## config.mk

```make
export PLATFORM = sky130hd
export DESIGN_NAME = tx_event_aggr
export DESIGN_NICKNAME = d
export VERILOG_FILES = /design/src/rtl/txev_pkg.sv /design/src/rtl/txev_ep_slice.sv /design/src/rtl/txev_mask_reg.sv /design/src/rtl/txev_rd_mux.sv /design/src/rtl/tx_event_aggr.sv
export SDC_FILE = /design/constraint.sdc
export NUM_CORES = 1
export LEC_CHECK = 0
export BUFFER_PORTS_ARGS = -buffer_cell sky130_fd_sc_hd__clkbuf_2
export CAP_MARGIN = 40
export CORE_AREA = 4 4 54 56
export CTS_CLUSTER_SIZE = 16
export DETAILED_ROUTE_END_ITERATION = 16
export DIE_AREA = 0 0 58 60
export PLACE_DENSITY = 0.66
export SLEW_MARGIN = 30
export SYNTH_ARGS = -nofsm -noshare
export SYNTH_HDL_FRONTEND = slang
export SYNTH_SLANG_ARGS = --single-unit
```

## constraint.sdc

```tcl
create_clock -name clk -period 1.2 [get_ports clk]
set_input_delay 0.06 -clock clk [delete_from_list [all_inputs] [get_ports clk]]
set_output_delay 0.06 -clock clk [all_outputs]
set_load 0.005 [all_outputs]
```

## src/rtl/txev_pkg.sv

```systemverilog
package txev_pkg;

   localparam int NIB_W = 4;
   localparam int REG_W = 2 * NIB_W;

   typedef logic [REG_W-1:0] txev_byte_t;

   typedef enum logic {
      ADDR_EVENT = 1'b0,
      ADDR_MASK  = 1'b1
   } txev_addr_e;

endpackage

```

## src/rtl/txev_ep_slice.sv

```systemverilog
module txev_ep_slice #(
   parameter bit STORE_FWD = 1'b0
) (
   input  logic clk,
   input  logic rst_n,
   input  logic done_set,
   input  logic urun_set,
   input  logic stat_rd,
   output logic done_q,
   output logic urun_q
);

   // set beats clear when both arrive in one cycle
   always_ff @(posedge clk or negedge rst_n) begin
      if (!rst_n) begin
         done_q <= 1'b0;
      end else if (done_set) begin
         done_q <= 1'b1;
      end else if (stat_rd) begin
         done_q <= 1'b0;
      end
   end

   p_done_set_r2 : assert property (@(posedge clk) disable iff (!rst_n)
      done_set |=> done_q);
   p_done_clr_r5 : assert property (@(posedge clk) disable iff (!rst_n)
      (stat_rd && !done_set) |=> !done_q);
   p_done_hold_r10 : assert property (@(posedge clk) disable iff (!rst_n)
      (done_q && !stat_rd) |=> done_q);

   generate
      if (STORE_FWD) begin : g_store_fwd
         logic urun_unused;
         assign urun_unused = urun_set;
         assign urun_q      = 1'b0;
      end else begin : g_streaming
         logic urun_r;
         always_ff @(posedge clk or negedge rst_n) begin
            if (!rst_n) begin
               urun_r <= 1'b0;
            end else if (urun_set) begin
               urun_r <= 1'b1;
            end else if (stat_rd) begin
               urun_r <= 1'b0;
            end
         end
         assign urun_q = urun_r;

         p_urun_set_r3 : assert property (@(posedge clk) disable iff (!rst_n)
            urun_set |=> urun_q);
         p_urun_clr_r5 : assert property (@(posedge clk) disable iff (!rst_n)
            (stat_rd && !urun_set) |=> !urun_q);
         p_urun_win_r6 : assert property (@(posedge clk) disable iff (!rst_n)
            (stat_rd && urun_set) |=> urun_q);
      end
   endgenerate

endmodule

```

## src/rtl/txev_mask_reg.sv

```systemverilog
module txev_mask_reg
   import txev_pkg::*;
(
   input  logic       clk,
   input  logic       rst_n,
   input  logic       wr_en,
   input  txev_byte_t wdata,
   output txev_byte_t mask_q
);

   always_ff @(posedge clk or negedge rst_n) begin
      if (!rst_n) begin
         mask_q <= '0;
      end else if (wr_en) begin
         mask_q <= wdata;
      end
   end

   p_mask_wr_r8 : assert property (@(posedge clk) disable iff (!rst_n)
      wr_en |=> (mask_q == $past(wdata)));
   p_mask_hold_r7 : assert property (@(posedge clk) disable iff (!rst_n)
      !wr_en |=> $stable(mask_q));

endmodule

```

## src/rtl/txev_rd_mux.sv

```systemverilog
module txev_rd_mux
   import txev_pkg::*;
(
   input  logic       addr,
   input  txev_byte_t event_v,
   input  txev_byte_t mask_v,
   output txev_byte_t rdata
);

   always_comb begin
      unique case (addr)
         ADDR_EVENT: rdata = event_v;
         default:    rdata = mask_v;
      endcase
   end

endmodule

```

## src/rtl/tx_event_aggr.sv

```systemverilog
module tx_event_aggr
   import txev_pkg::*;
#(
   parameter int              NUM_EP     = 4,
   parameter logic [NUM_EP-1:0] SF_EP_MASK = 1
) (
   input  logic              clk,
   input  logic              rst_n,
   input  logic [NUM_EP-1:0] ep_done_set,
   input  logic [NUM_EP-1:0] ep_urun_set,
   input  logic [NUM_EP-1:0] ep_stat_rd,
   input  logic              reg_addr,
   input  logic              reg_wr_en,
   input  logic [REG_W-1:0]  reg_wdata,
   output logic [REG_W-1:0]  reg_rdata,
   output logic              ev_irq
);

   generate
      if (NUM_EP < 1 || NUM_EP > NIB_W) begin : g_bad_num_ep
         $error("tx_event_aggr: NUM_EP must lie in 1..%0d", NIB_W);
      end
   endgenerate

   logic [NIB_W-1:0] done_vec;
   logic [NIB_W-1:0] urun_vec;
   txev_byte_t       event_v;
   txev_byte_t       mask_v;
   logic             mask_wr;

   genvar i;
   generate
      for (i = 0; i < NIB_W; i++) begin : g_ep
         if (i < NUM_EP) begin : g_live
            txev_ep_slice #(
               .STORE_FWD (SF_EP_MASK[i])
            ) slice_i (
               .clk      (clk),
               .rst_n    (rst_n),
               .done_set (ep_done_set[i]),
               .urun_set (ep_urun_set[i]),
               .stat_rd  (ep_stat_rd[i]),
               .done_q   (done_vec[i]),
               .urun_q   (urun_vec[i])
            );
         end else begin : g_absent
            assign done_vec[i] = 1'b0;
            assign urun_vec[i] = 1'b0;
         end
      end
   endgenerate

   assign event_v = {urun_vec, done_vec};
   assign mask_wr = reg_wr_en && (reg_addr == ADDR_MASK);

   txev_mask_reg mask_i (
      .clk    (clk),
      .rst_n  (rst_n),
      .wr_en  (mask_wr),
      .wdata  (reg_wdata),
      .mask_q (mask_v)
   );

   txev_rd_mux rd_i (
      .addr    (reg_addr),
      .event_v (event_v),
      .mask_v  (mask_v),
      .rdata   (reg_rdata)
   );

   assign ev_irq = |(event_v & mask_v);

   // the event byte only moves in response to endpoint pulses
   p_ev_ro_r7 : assert property (@(posedge clk) disable iff (!rst_n)
      (!(|ep_done_set) && !(|ep_urun_set) && !(|ep_stat_rd)) |=> $stable(event_v));

   // clearing the mask silences the summary on the next clock
   p_irq_off_r9 : assert property (@(posedge clk) disable iff (!rst_n)
      (reg_wr_en && reg_addr == ADDR_MASK && reg_wdata == '0) |=> !ev_irq);

   generate
      if (SF_EP_MASK[0]) begin : g_chk_sf0
         p_urun0_zero_r4 : assert property (@(posedge clk) disable iff (!rst_n)
            (reg_addr == ADDR_EVENT) |-> (reg_rdata[NIB_W] == 1'b0));
      end
   endgenerate

endmodule

```

==> results of run 1 <==
flip-flops by register name (all words and copies together) (netlist names):
| register | flops |
|---|---|
| mask_i.mask_q | 8 |
| g_ep.g_live.slice_i.urun_q | 3 |
| g_ep.g_live.slice_i.done_q | 4 |
cells by family after synthesis:
| group | synth area share (%) |
|---|---|
| compound gates | 10.9 |
| flops | 52.8 |
| buf+inv | 3.70 |
| mux | 28.0 |
| simple gates | 4.58 |
worst reg2reg max path, cell delays in order, from the launching register on:
cell and delay [ps]:
sky130_fd_sc_hd__dfrtp_1 390, sky130_fd_sc_hd__buf_4 140, sky130_fd_sc_hd__mux2_4 250
cells in the mapped netlist:
| cell | count |
|---|---|
| sky130_fd_sc_hd__dfrtp_1 | 15 |
| sky130_fd_sc_hd__nand2_8 | 1 |
| sky130_fd_sc_hd__nand3_1 | 1 |
| sky130_fd_sc_hd__and2_2 | 1 |
| sky130_fd_sc_hd__inv_1 | 4 |
| sky130_fd_sc_hd__mux2_4 | 8 |
| sky130_fd_sc_hd__mux2_2 | 7 |
| sky130_fd_sc_hd__a222oi_1 | 1 |
| sky130_fd_sc_hd__a22oi_1 | 2 |
| sky130_fd_sc_hd__buf_6 | 1 |
| sky130_fd_sc_hd__a21o_1 | 7 |
stage by stage:
stage          setup slack [ps]  hold slack (ps)
2_1_floorplan               346             -236
3_3_place_gp                160            -6.44
3_5_place_dp                142            -4.64
4_1_cts                    -148             3.38
5_1_grt                    -239             2.51
6_report                   -136             7.56
routing by layer:
layer / part of all wire [%] / wire (um) / vias to the layer above / global-route usage (%)
met5: 0 / 0 / - / 0
met3: 7.5 / 116 / 4 / 2.81
met2: 51 / 780 / 18 / 16.6
li1: - / - / 260 / -
met1: 40 / 617 / 256 / 11.7
met4: 1.8 / 27 / 0 / 4.97
layout make-up:
class / count / area share (%)
well taps: 30 / 3.72
repair buffers: 40 / 24.0
flip-flops and latches: 15 / 37.2
clock buffers: 4 / 2.60
multi-input cells: 28 / 31.0
inverters: 4 / 1.49
where the power goes:
part	internal [mW]	switching, mW	total [mW]	leakage (nW)
Combinational	0.182	0.0924	0.274	0.345
Sequential	0.561	0.0410	0.602	0.169
Clock	0.129	0.153	0.282	0.0150
cells in the final DEF (no fill, tap or decap), drive strengths merged, types with 2 or more instances in the layout:
master,synthesis,routed
dfrtp,15,15
a22oi,2,2
a21o,7,7
clkbuf,0,35
mux2,15,15
dlygate4sd3,0,8
inv,4,4
worst paths after layout:
check	startpoint	end	slack, ps	cells past startpoint
worst max-delay path	mask_i.mask_q[5]	ev_irq	-140	3
worst min-delay path	reg_wdata[7]	mask_i.mask_q[7]	8	2
worst max register to register	mask_i.mask_q[5]	mask_i.mask_q[5]	320	2
worst min register to register	mask_i.mask_q[4]	mask_i.mask_q[4]	510	1
max in group asynchronous	rst_n	g_ep[1].g_live.slice_i.done_q	710	2
min in group asynchronous	rst_n	g_ep[0].g_live.slice_i.done_q	220	2
timing repair:
action,CTS,global route
hold buffers,8,0
setup endpoints to repair,1,2
hold endpoints to repair,22,0
setup buffers,1,0
resized for setup,1,0
pin swaps,2,0
==> flow_summary.json, run 1 <==
{
  "hp-class": "in -> reg",
  "max_cap_violations": 0,
  "end_kind": "output port",
  "worstPathArrival_ps": 1280,
  "seq_area_sq_um": 375,
  "postRouteAntennaNets": 0,
  "slowest_stage": "sky130_fd_sc_hd__dfrtp_1",
  "synth_top_area_cell": "sky130_fd_sc_hd__dfrtp_1",
  "fillerInstances": 255,
  "synth.cell_area_sq_um": 711,
  "dpl-instance-area_sq_um": 892,
  "area.growth.synth_to_final_pct": 42.1,
  "fp.dieArea_sq_mm": 0.00348,
  "fp.dieH_um": 60,
  "ys.warnings.count": 0,
  "critPathKind": "reg -> out",
  "synthDominantCellAreaShare_pct": 52.8,
  "grt.total_usage_pct": 9.96,
  "antenna_found_initial": 0,
  "final_cell_count_no_fill": 121,
  "largest_net_degree_at_the_start_of_global_routing": 16,
  "cts.reportedPaths.clkPinSlew_ps": 90,
  "drc_violations": 0,
  "worstPathMaxFanout": 2,
  "multi_input_comb_area_sq_um": 313,
  "critical_path.top_delay_family": "flip-flops",
  "grt_first_pass_wirelength_um": 2580,
  "timing.setup.tns_ps": -163,
  "antenna_cells_inserted": 0,
  "timing.critical_path.cells": "a222oi_1, nand3_1, clkbuf_2",
  "run_status": "complete, but fails checks",
  "clkSinkCount": 15,
  "num_vias": 538,
  "violations_in_the_final_reports": "negative setup slack",
  "routed_wirelength_um": 1540,
  "first_iter_violations": 6,
  "place.port_buffers": 31,
  "worstMarginPinSlew_ps": 369,
  "grt_pass1_vias": 588,
  "finish.instance_area_sq_mm": 0.00101,
  "p_per_area_mw_per_mm2": 1150,
  "post_synth_num_cell_types": 11,
  "cts_tree": "done",
  "max_clock_freq_ghz": 0.749,
  "timing.final.setup_violations": 2,
  "dp.cells": 108,
  "grt_overflow": 0,
  "detail_route.vias_per_cell": 4.45,
  "layout_skew_ps": 0,
  "seq_area_frac_synth_pct": 52.8,
  "critPathBufInv": 1,
  "clk_latency_ps": 280,
  "layout-drive-gt1-share_pct": 57.1,
  "hold_viol": 0,
  "hpwl_um": 1210,
  "static_power_due_to_leakage_nw": 0.529,
  "pin_count": 33,
  "synth_seq_cells": 15,
  "syn-mean-instance-area_sq_um": 14.8,
  "die-width_um": 58,
  "routedWlPerCell_um": 12.7,
  "drtPass1Iterations": 4,
  "syn-instance-count": 48,
  "clk_root_buffer_cell": "sky130_fd_sc_hd__clkbuf_4",
  "finalNetCount": 116,
  "cts_buffers": 3,
  "gp_congestion": 0.750,
  "period_share_pct": 111,
  "ir_drop_mv": 0.615,
  "ctsHtreeMaxLevel": 1,
  "totalPowerFinal_mw": 1.16,
  "finalWorstSetupSlack_ps": -136,
  "critical_path.startpoint_type": "register",
  "postSynthNetCount": 72,
  "floorplan.initialDensity_pct": 29.2,
  "clock_tree.buffer_depth": 2,
  "slew_violations": 0,
  "rsz0062_at_grt": "yes",
  "synth.area.top_cells": "sky130_fd_sc_hd__dfrtp_1 53%, sky130_fd_sc_hd__mux2_4 17%, sky130_fd_sc_hd__mux2_2 11%, sky130_fd_sc_hd__a21o_1 7.4%, sky130_fd_sc_hd__nand2_8 2.8%",
  "worst_path_largest_cell_delay_ps": 390,
  "period_minus_slack_ps": 1340,
  "finish.utilization_pct": 41.5,
  "slew-limit-headroom_pct": 75.4,
  "std_cell_rows": 18,
  "placeableCoreArea_sq_mm": 0.00243,
  "worst_ep_required_time_ps": 1140
}
No activity file was read; power rests on OpenSTA's default activity.
==> inputs of run 2 (changes only) <==
- ABC_AREA: not set -> 1
- CTS_CLUSTER_SIZE: 16 -> not set
==> run 2 against run 1 <==
Against the previous run: the flow finishes with violations (negative hold slack); sequential power decreased by 2%; clock skew stayed put; first-iteration DRC count rose to 5.5 times the previous value; critical endpoint unchanged; largest power group unchanged.
==> flow_summary.json, run 2 <==
{
  "run_status": "complete, but fails checks",
  "violations_in_the_final_reports": "negative hold slack",
  "worstPathMaxFanout": 2,
  "synth_top_area_cell": "sky130_fd_sc_hd__dfrtp_1",
  "crit-reg2reg-launch": "mask_i.mask_q[7]",
  "hp-class": "in -> reg",
  "slowest_stage": "sky130_fd_sc_hd__dfrtp_1",
  "max_clock_freq_ghz": 0.854,
  "std_cell_rows": 18,
  "postSynthNetCount": 111,
  "final_cell_count_no_fill": 162,
  "drtPass1Iterations": 4,
  "finish.utilization_pct": 42.0,
  "routed_wirelength_um": 1810,
  "ys.flop_type": "sky130_fd_sc_hd__dfrtp_1",
  "postRouteAntennaNets": 0,
  "ir_drop_mv": 0.371,
  "multi_input_comb_area_sq_um": 270,
  "static_power_due_to_leakage_nw": 0.588,
  "largest_net_degree_at_the_start_of_global_routing": 16,
  "floorplan.initialDensity_pct": 29.0,
  "grt_pass1_vias": 747,
  "worst-r2r-cell-count": 3,
  "ctsHtreeMaxLevel": 1,
  "drc_violations": 0,
  "end_kind": "output port",
  "timing.setup.tns_ps": 0,
  "slew-limit-headroom_pct": 74.2,
  "crit_path_start": "g_ep[3].g_live.slice_i.urun_q",
  "layout_commonest_cell": "sky130_fd_sc_hd__nand2_1",
  "period_share_pct": 97.6,
  "timing.final.setup_violations": 0,
  "first_iter_violations": 33,
  "cts_buffers": 3,
  "syn-instance-count": 87,
  "grt_overflow": 0,
  "slew_violations": 0,
  "fp.dieArea_sq_mm": 0.00348,
  "antenna_cells_inserted": 0,
  "worstPathArrival_ps": 1110,
  "timing.critical_path.cells": "nand2_1, nand2_1, nor2_1, nand2_1, buf_2",
  "synth-edff-count": 0,
  "grt_first_pass_wirelength_um": 3110,
  "worst_ep_required_time_ps": 1140,
  "worst_path_largest_cell_delay_ps": 400,
  "synth_seq_cells": 15,
  "synth.area.top_cells": "sky130_fd_sc_hd__dfrtp_1 53%, sky130_fd_sc_hd__nand2_1 19%, sky130_fd_sc_hd__o21bai_1 7.4%, sky130_fd_sc_hd__nand3_1 5.7%, sky130_fd_sc_hd__o21ai_0 5.0%",
  "top_register": "mask_i.mask_q",
  "timing.reg2reg.setup_slack_ps": 440,
  "routedWlPerCell_um": 11.1,
  "clk_root_buffer_cell": "sky130_fd_sc_hd__clkbuf_4",
  "num_vias": 706,
  "rsz0062_at_grt": "yes",
  "layout_skew_ps": 0,
  "critPathBufInv": 1,
  "layout.cells.most_common_list": "36 x sky130_fd_sc_hd__nand2_1, 30 x sky130_fd_sc_hd__clkbuf_2, 15 x sky130_fd_sc_hd__dfrtp_1, 10 x sky130_fd_sc_hd__dlygate4sd3_1, 8 x sky130_fd_sc_hd__nand3_1",
  "async_flop_share_pct": 100,
  "dp.cells": 146,
  "period_minus_slack_ps": 1170,
  "seq_area_frac_synth_pct": 53.2,
  "cts_tree": "done",
  "finalWorstSetupSlack_ps": 28.7,
  "synthDominantCellAreaShare_pct": 53.2,
  "place.port_buffers": 31,
  "detailedPlace.worstSlack_ps": 355,
  "synth.cell_area_sq_um": 706,
  "pin_count": 33,
  "max_cap_violations": 0,
  "yosysMostFrequentCell": "sky130_fd_sc_hd__nand2_1",
  "gp_congestion": 0.799,
  "seq_area_sq_um": 375,
  "syn-mean-instance-area_sq_um": 8.11,
  "finalNetCount": 157,
  "rr_endpoint": "mask_i.mask_q[7]",
  "fp.dieH_um": 60,
  "critical_path_depth": 5,
  "placeableCoreArea_sq_mm": 0.00243,
  "worst_hold_slack_ps": -29.6,
  "largest_register_ff_count": 8,
  "hold_viol": 4,
  "detail_route.vias_per_cell": 4.36,
  "die-width_um": 58,
  "capture_point_of_the_critical_path": "ev_irq",
  "hpwl_um": 1350,
  "clkSinkCount": 15,
  "synth_top_cells_by_count": "36 x sky130_fd_sc_hd__nand2_1, 15 x sky130_fd_sc_hd__dfrtp_1, 9 x sky130_fd_sc_hd__inv_1, 8 x sky130_fd_sc_hd__nand3_1",
  "clk_latency_ps": 280,
  "post_synth_num_cell_types": 9,
  "clock_tree.buffer_depth": 2,
  "dpl-instance-area_sq_um": 880,
  "totalPowerFinal_mw": 1.12,
  "critPathKind": "reg -> out",
  "ys.warnings.count": 0,
  "p_per_area_mw_per_mm2": 1100,
  "critical_path.top_delay_family": "flip-flops",
  "layout-drive-gt1-share_pct": 30.3,
  "grt.total_usage_pct": 11.7,
  "antenna_found_initial": 0,
  "worstMarginPinSlew_ps": 387,
  "cts.reportedPaths.clkPinSlew_ps": 90,
  "fillerInstances": 257,
  "critical_path.startpoint_type": "register",
  "finish.instance_area_sq_mm": 0.00102,
  "area.growth.synth_to_final_pct": 44.9,
  "critPathMostFrequentCell": "sky130_fd_sc_hd__nand2_1"
}
run 2: changes by cell type in the layout (fill, tap and decap cells not counted), sizes merged, moves of 3 or more:
cell,delta
buf,+3
mux2,-15
o21ai,+7
inv,+5
a21o,-7
nand2,+35
nand3,+7
o21bai,+7
run 2: worst reg2reg max path: stages (launching register included):
cell and delay [ps]:
sky130_fd_sc_hd__dfrtp_1 410, sky130_fd_sc_hd__buf_4 140, sky130_fd_sc_hd__nand2_1 60, sky130_fd_sc_hd__nand2_1 50
run 2: area by class of cell:
type	count	area share (%)
clock buffer	3	2.20
sequential	15	36.7
inverter	9	3.30
timing repair buffer	44	27.2
tap	30	3.67
clock inverter	1	0.490
multi-input combinational	60	26.4
run 2: logic make-up after synthesis:
| logic type | synth area share (%) |
|---|---|
| flip-flops | 53.2 |
| AND/OR/NAND/NOR | 25.9 |
| AO/OA/AOI/OAI | 12.4 |
| buffers and inverters | 8.51 |
run 2: power breakdown:
group / internal (mW) / switching (mW)
sequential: 0.555 / 0.0336
clock: 0.124 / 0.159
combinational: 0.127 / 0.122
run 2: worst min-delay path by stage:
stage | start | to | depth (start not counted)
floorplan | rst_n | g_ep[0].g_live.slice_i.done_q | 0
global placement | rst_n | mask_i.mask_q[4] | 1
detailed placement | rst_n | g_ep[2].g_live.slice_i.urun_q | 1
CTS | reg_wdata[7] | mask_i.mask_q[7] | 3
global route | ep_done_set[2] | g_ep[2].g_live.slice_i.done_q | 2
finish | ep_urun_set[1] | g_ep[1].g_live.slice_i.urun_q | 2
run 2: timing repair:
item	CTS	global route
resized for setup	0	3
setup endpoints to repair	0	5
buffers inserted	0	2
hold buffers	13	1
endpoints found under the hold margin	23	1
run 2: layer usage:
layer | global-route usage [%] | vias to the layer above | share of wire, %
met5 | 0 | - | 0
met3 | 1.94 | 5 | 6.6
met4 | 4.97 | 0 | 1.6
met1 | 13.7 | 314 | 44
met2 | 21.0 | 25 | 48
li1 | - | 362 | -
==> inputs of run 3 (changes only) <==
==> constraint.sdc (replaced) <==
create_clock -name clk -period 1.2 [get_ports clk]
set_input_delay 0.24 -clock clk [delete_from_list [all_inputs] [get_ports clk]]
set_output_delay 0.24 -clock clk [all_outputs]
set_load 0.005 [all_outputs]
==> run 3 against run 2 <==
Against the previous run: the run ends with negative setup slack left; clock skew unchanged; cell area down 3.8%; utilization down 1.6 points; sequential share of layout area up 1.4 points; count of clock-buffer cells in the layout up 1; total power up 1.0%; clock power down 2%; global-route usage down 0.99 points; first-iteration DRC count down 6.1%; die area unchanged; register-to-register slack worse by 110 ps.
==> flow_summary.json, run 3 (synthesis results as in run 2) <==
{
  "grt.total_usage_pct": 10.7,
  "cts_buffers": 3,
  "drt-met1-wl_um": 803,
  "seqPwrFrac_pct": 51.9,
  "num_vias": 690,
  "period_minus_slack_ps": 1300,
  "gp_congestion": 0.771,
  "run_status": "complete, but fails checks",
  "critical_path.top_delay_family": "flip-flops",
  "clkPwrFrac_pct": 24.6,
  "grt_first_pass_wirelength_um": 2770,
  "slew_violations": 0,
  "finalNetCount": 154,
  "fp.dieArea_sq_mm": 0.00348,
  "worst_ep_required_time_ps": 960,
  "first_iter_violations": 31,
  "detailedPlace.worstSlack_ps": -17.8,
  "clkSinkCount": 15,
  "period_share_pct": 108,
  "critical_path.startpoint_type": "register",
  "rsz0062_at_grt": "yes",
  "route.met3.wl_um": 112,
  "detail_route.vias_per_cell": 4.34,
  "power_switching_mw": 0.311,
  "ir_drop_mv": 0.441,
  "clk_latency_ps": 270,
  "std_cell_rows": 18,
  "hp-class": "in -> reg",
  "finalWorstSetupSlack_ps": -95.1,
  "layout_commonest_cell": "sky130_fd_sc_hd__nand2_1",
  "cts_tree": "done",
  "floorplan.initialDensity_pct": 29.0,
  "dpl-instance-area_sq_um": 880,
  "worst_path_largest_cell_delay_ps": 410,
  "critical_path_depth": 5,
  "finish.instance_area_sq_um": 983,
  "cts.reportedPaths.clkPinSlew_ps": 90,
  "route.met2.wl_um": 881,
  "p_int_mw": 0.821,
  "power.switching_fraction_pct": 27.5,
  "die-width_um": 58,
  "ctsHtreeMaxLevel": 1,
  "grt_overflow": 0,
  "timing.critical_path.cells": "nand2_1, nand2_1, nor2_1, nand2_1, clkbuf_2",
  "end_kind": "output port",
  "timing.setup.tns_ps": -173,
  "drc_violations": 0,
  "worstPathMaxFanout": 3,
  "violations_in_the_final_reports": "negative setup slack",
  "final_cell_count_no_fill": 159,
  "antenna_cells_inserted": 0,
  "routed_wirelength_um": 1820,
  "hpwl_um": 1350,
  "worst_hold_depth": 2,
  "clk_root_buffer_cell": "sky130_fd_sc_hd__clkbuf_4",
  "p_per_area_mw_per_mm2": 1150,
  "routedWlPerCell_um": 11.4,
  "largest_register_ff_count": 8,
  "combinationalPowerShare_pct": 23.6,
  "critPathBufInv": 1,
  "area.growth.synth_to_final_pct": 39.4,
  "worstMarginPinSlew_ps": 427,
  "highest_layer": "met4",
  "fp.dieH_um": 60,
  "antenna_found_initial": 0,
  "worst-r2r-cell-count": 4,
  "clock_tree.buffer_depth": 2,
  "slew-limit-headroom_pct": 71.5,
  "hold_viol": 0,
  "grt_pass1_vias": 650,
  "layout.cells.most_common_list": "36 x sky130_fd_sc_hd__nand2_1, 25 x sky130_fd_sc_hd__clkbuf_2, 15 x sky130_fd_sc_hd__dfrtp_1, 9 x sky130_fd_sc_hd__buf_4, 8 x sky130_fd_sc_hd__nand3_1",
  "worstPathArrival_ps": 1060,
  "placeableCoreArea_sq_mm": 0.00243,
  "static_power_due_to_leakage_nw": 0.581,
  "largest_net_degree_at_the_start_of_global_routing": 25,
  "layout-drive-gt1-share_pct": 36.4,
  "critPathKind": "reg -> out",
  "slowest_stage": "sky130_fd_sc_hd__dfrtp_1",
  "max_cap_violations": 0,
  "timing.final.setup_violations": 3,
  "layout_skew_ps": 0,
  "max_clock_freq_ghz": 0.772,
  "dp.cells": 146,
  "critPathMostFrequentCell": "sky130_fd_sc_hd__nand2_1",
  "postRouteAntennaNets": 0,
  "place.port_buffers": 31,
  "drtPass1Iterations": 4,
  "finish.utilization_pct": 40.4,
  "pin_count": 33,
  "top_register": "mask_i.mask_q"
}
==> run 3: worst register-to-register path: cells and delay by family (launching register included) <==
family	cells	cell delay, ps
buffers and inverters	2	250
and+or+nand+nor	2	120
DFF	1	400
==> run 3: path summary, 6_finish.rpt <==
| kind | start | to | slack [ps] |
|---|---|---|---|
| max | mask_i.mask_q[0] | ev_irq | -100 |
| max reg2reg | mask_i.mask_q[7] | mask_i.mask_q[7] | 330 |
| max in group asynchronous | rst_n | g_ep[3].g_live.slice_i.done_q | 520 |
| min reg2reg | mask_i.mask_q[4] | mask_i.mask_q[4] | 510 |
| min | ep_stat_rd[0] | g_ep[0].g_live.slice_i.done_q | 130 |
| min in group asynchronous | rst_n | g_ep[2].g_live.slice_i.urun_q | 410 |
==> run 3: cell type report <==
type,instances,area (sq um)
repair buffers,41,233
multi-input cells,60,278
well taps,30,37.5
flip-flops and latches,15,375
clock buffers,4,26.3
inverters,9,33.8
fillers,257,1450
==> run 3: timing repair <==
action,4_1_cts,5_1_grt
resized for setup,6,11
hold endpoints to repair,15,0
hold buffers,1,0
endpoints found under the setup margin,7,8
pin swaps,3,0
buffers inserted,2,6
==> run 3: through the flow <==
step           hold slack [ps]  power, mW
6_report                   130       1.13
2_1_floorplan            -55.6      0.706
3_3_place_gp               170      0.801
5_1_grt                    139       1.21
3_5_place_dp               175      0.812
4_1_cts                    124       1.11
==> run 3: power by group through the flow <==
stage | logic [mW] | registers [mW] | clock network, mW
floorplan | 0.116 | 0.590 | 0
global placement | 0.207 | 0.594 | 0
detailed placement | 0.214 | 0.597 | 0
CTS | 0.231 | 0.587 | 0.291
global route | 0.303 | 0.592 | 0.316
finish | 0.267 | 0.587 | 0.278
==> run 3: per-layer routing <==
metal / global-route usage [%] / vias to the layer above
met3: 2.16 / 2
met1: 13.9 / 307
met4: 4.97 / 0
li1: - / 358
met2: 17.1 / 23
met5: 0 / -
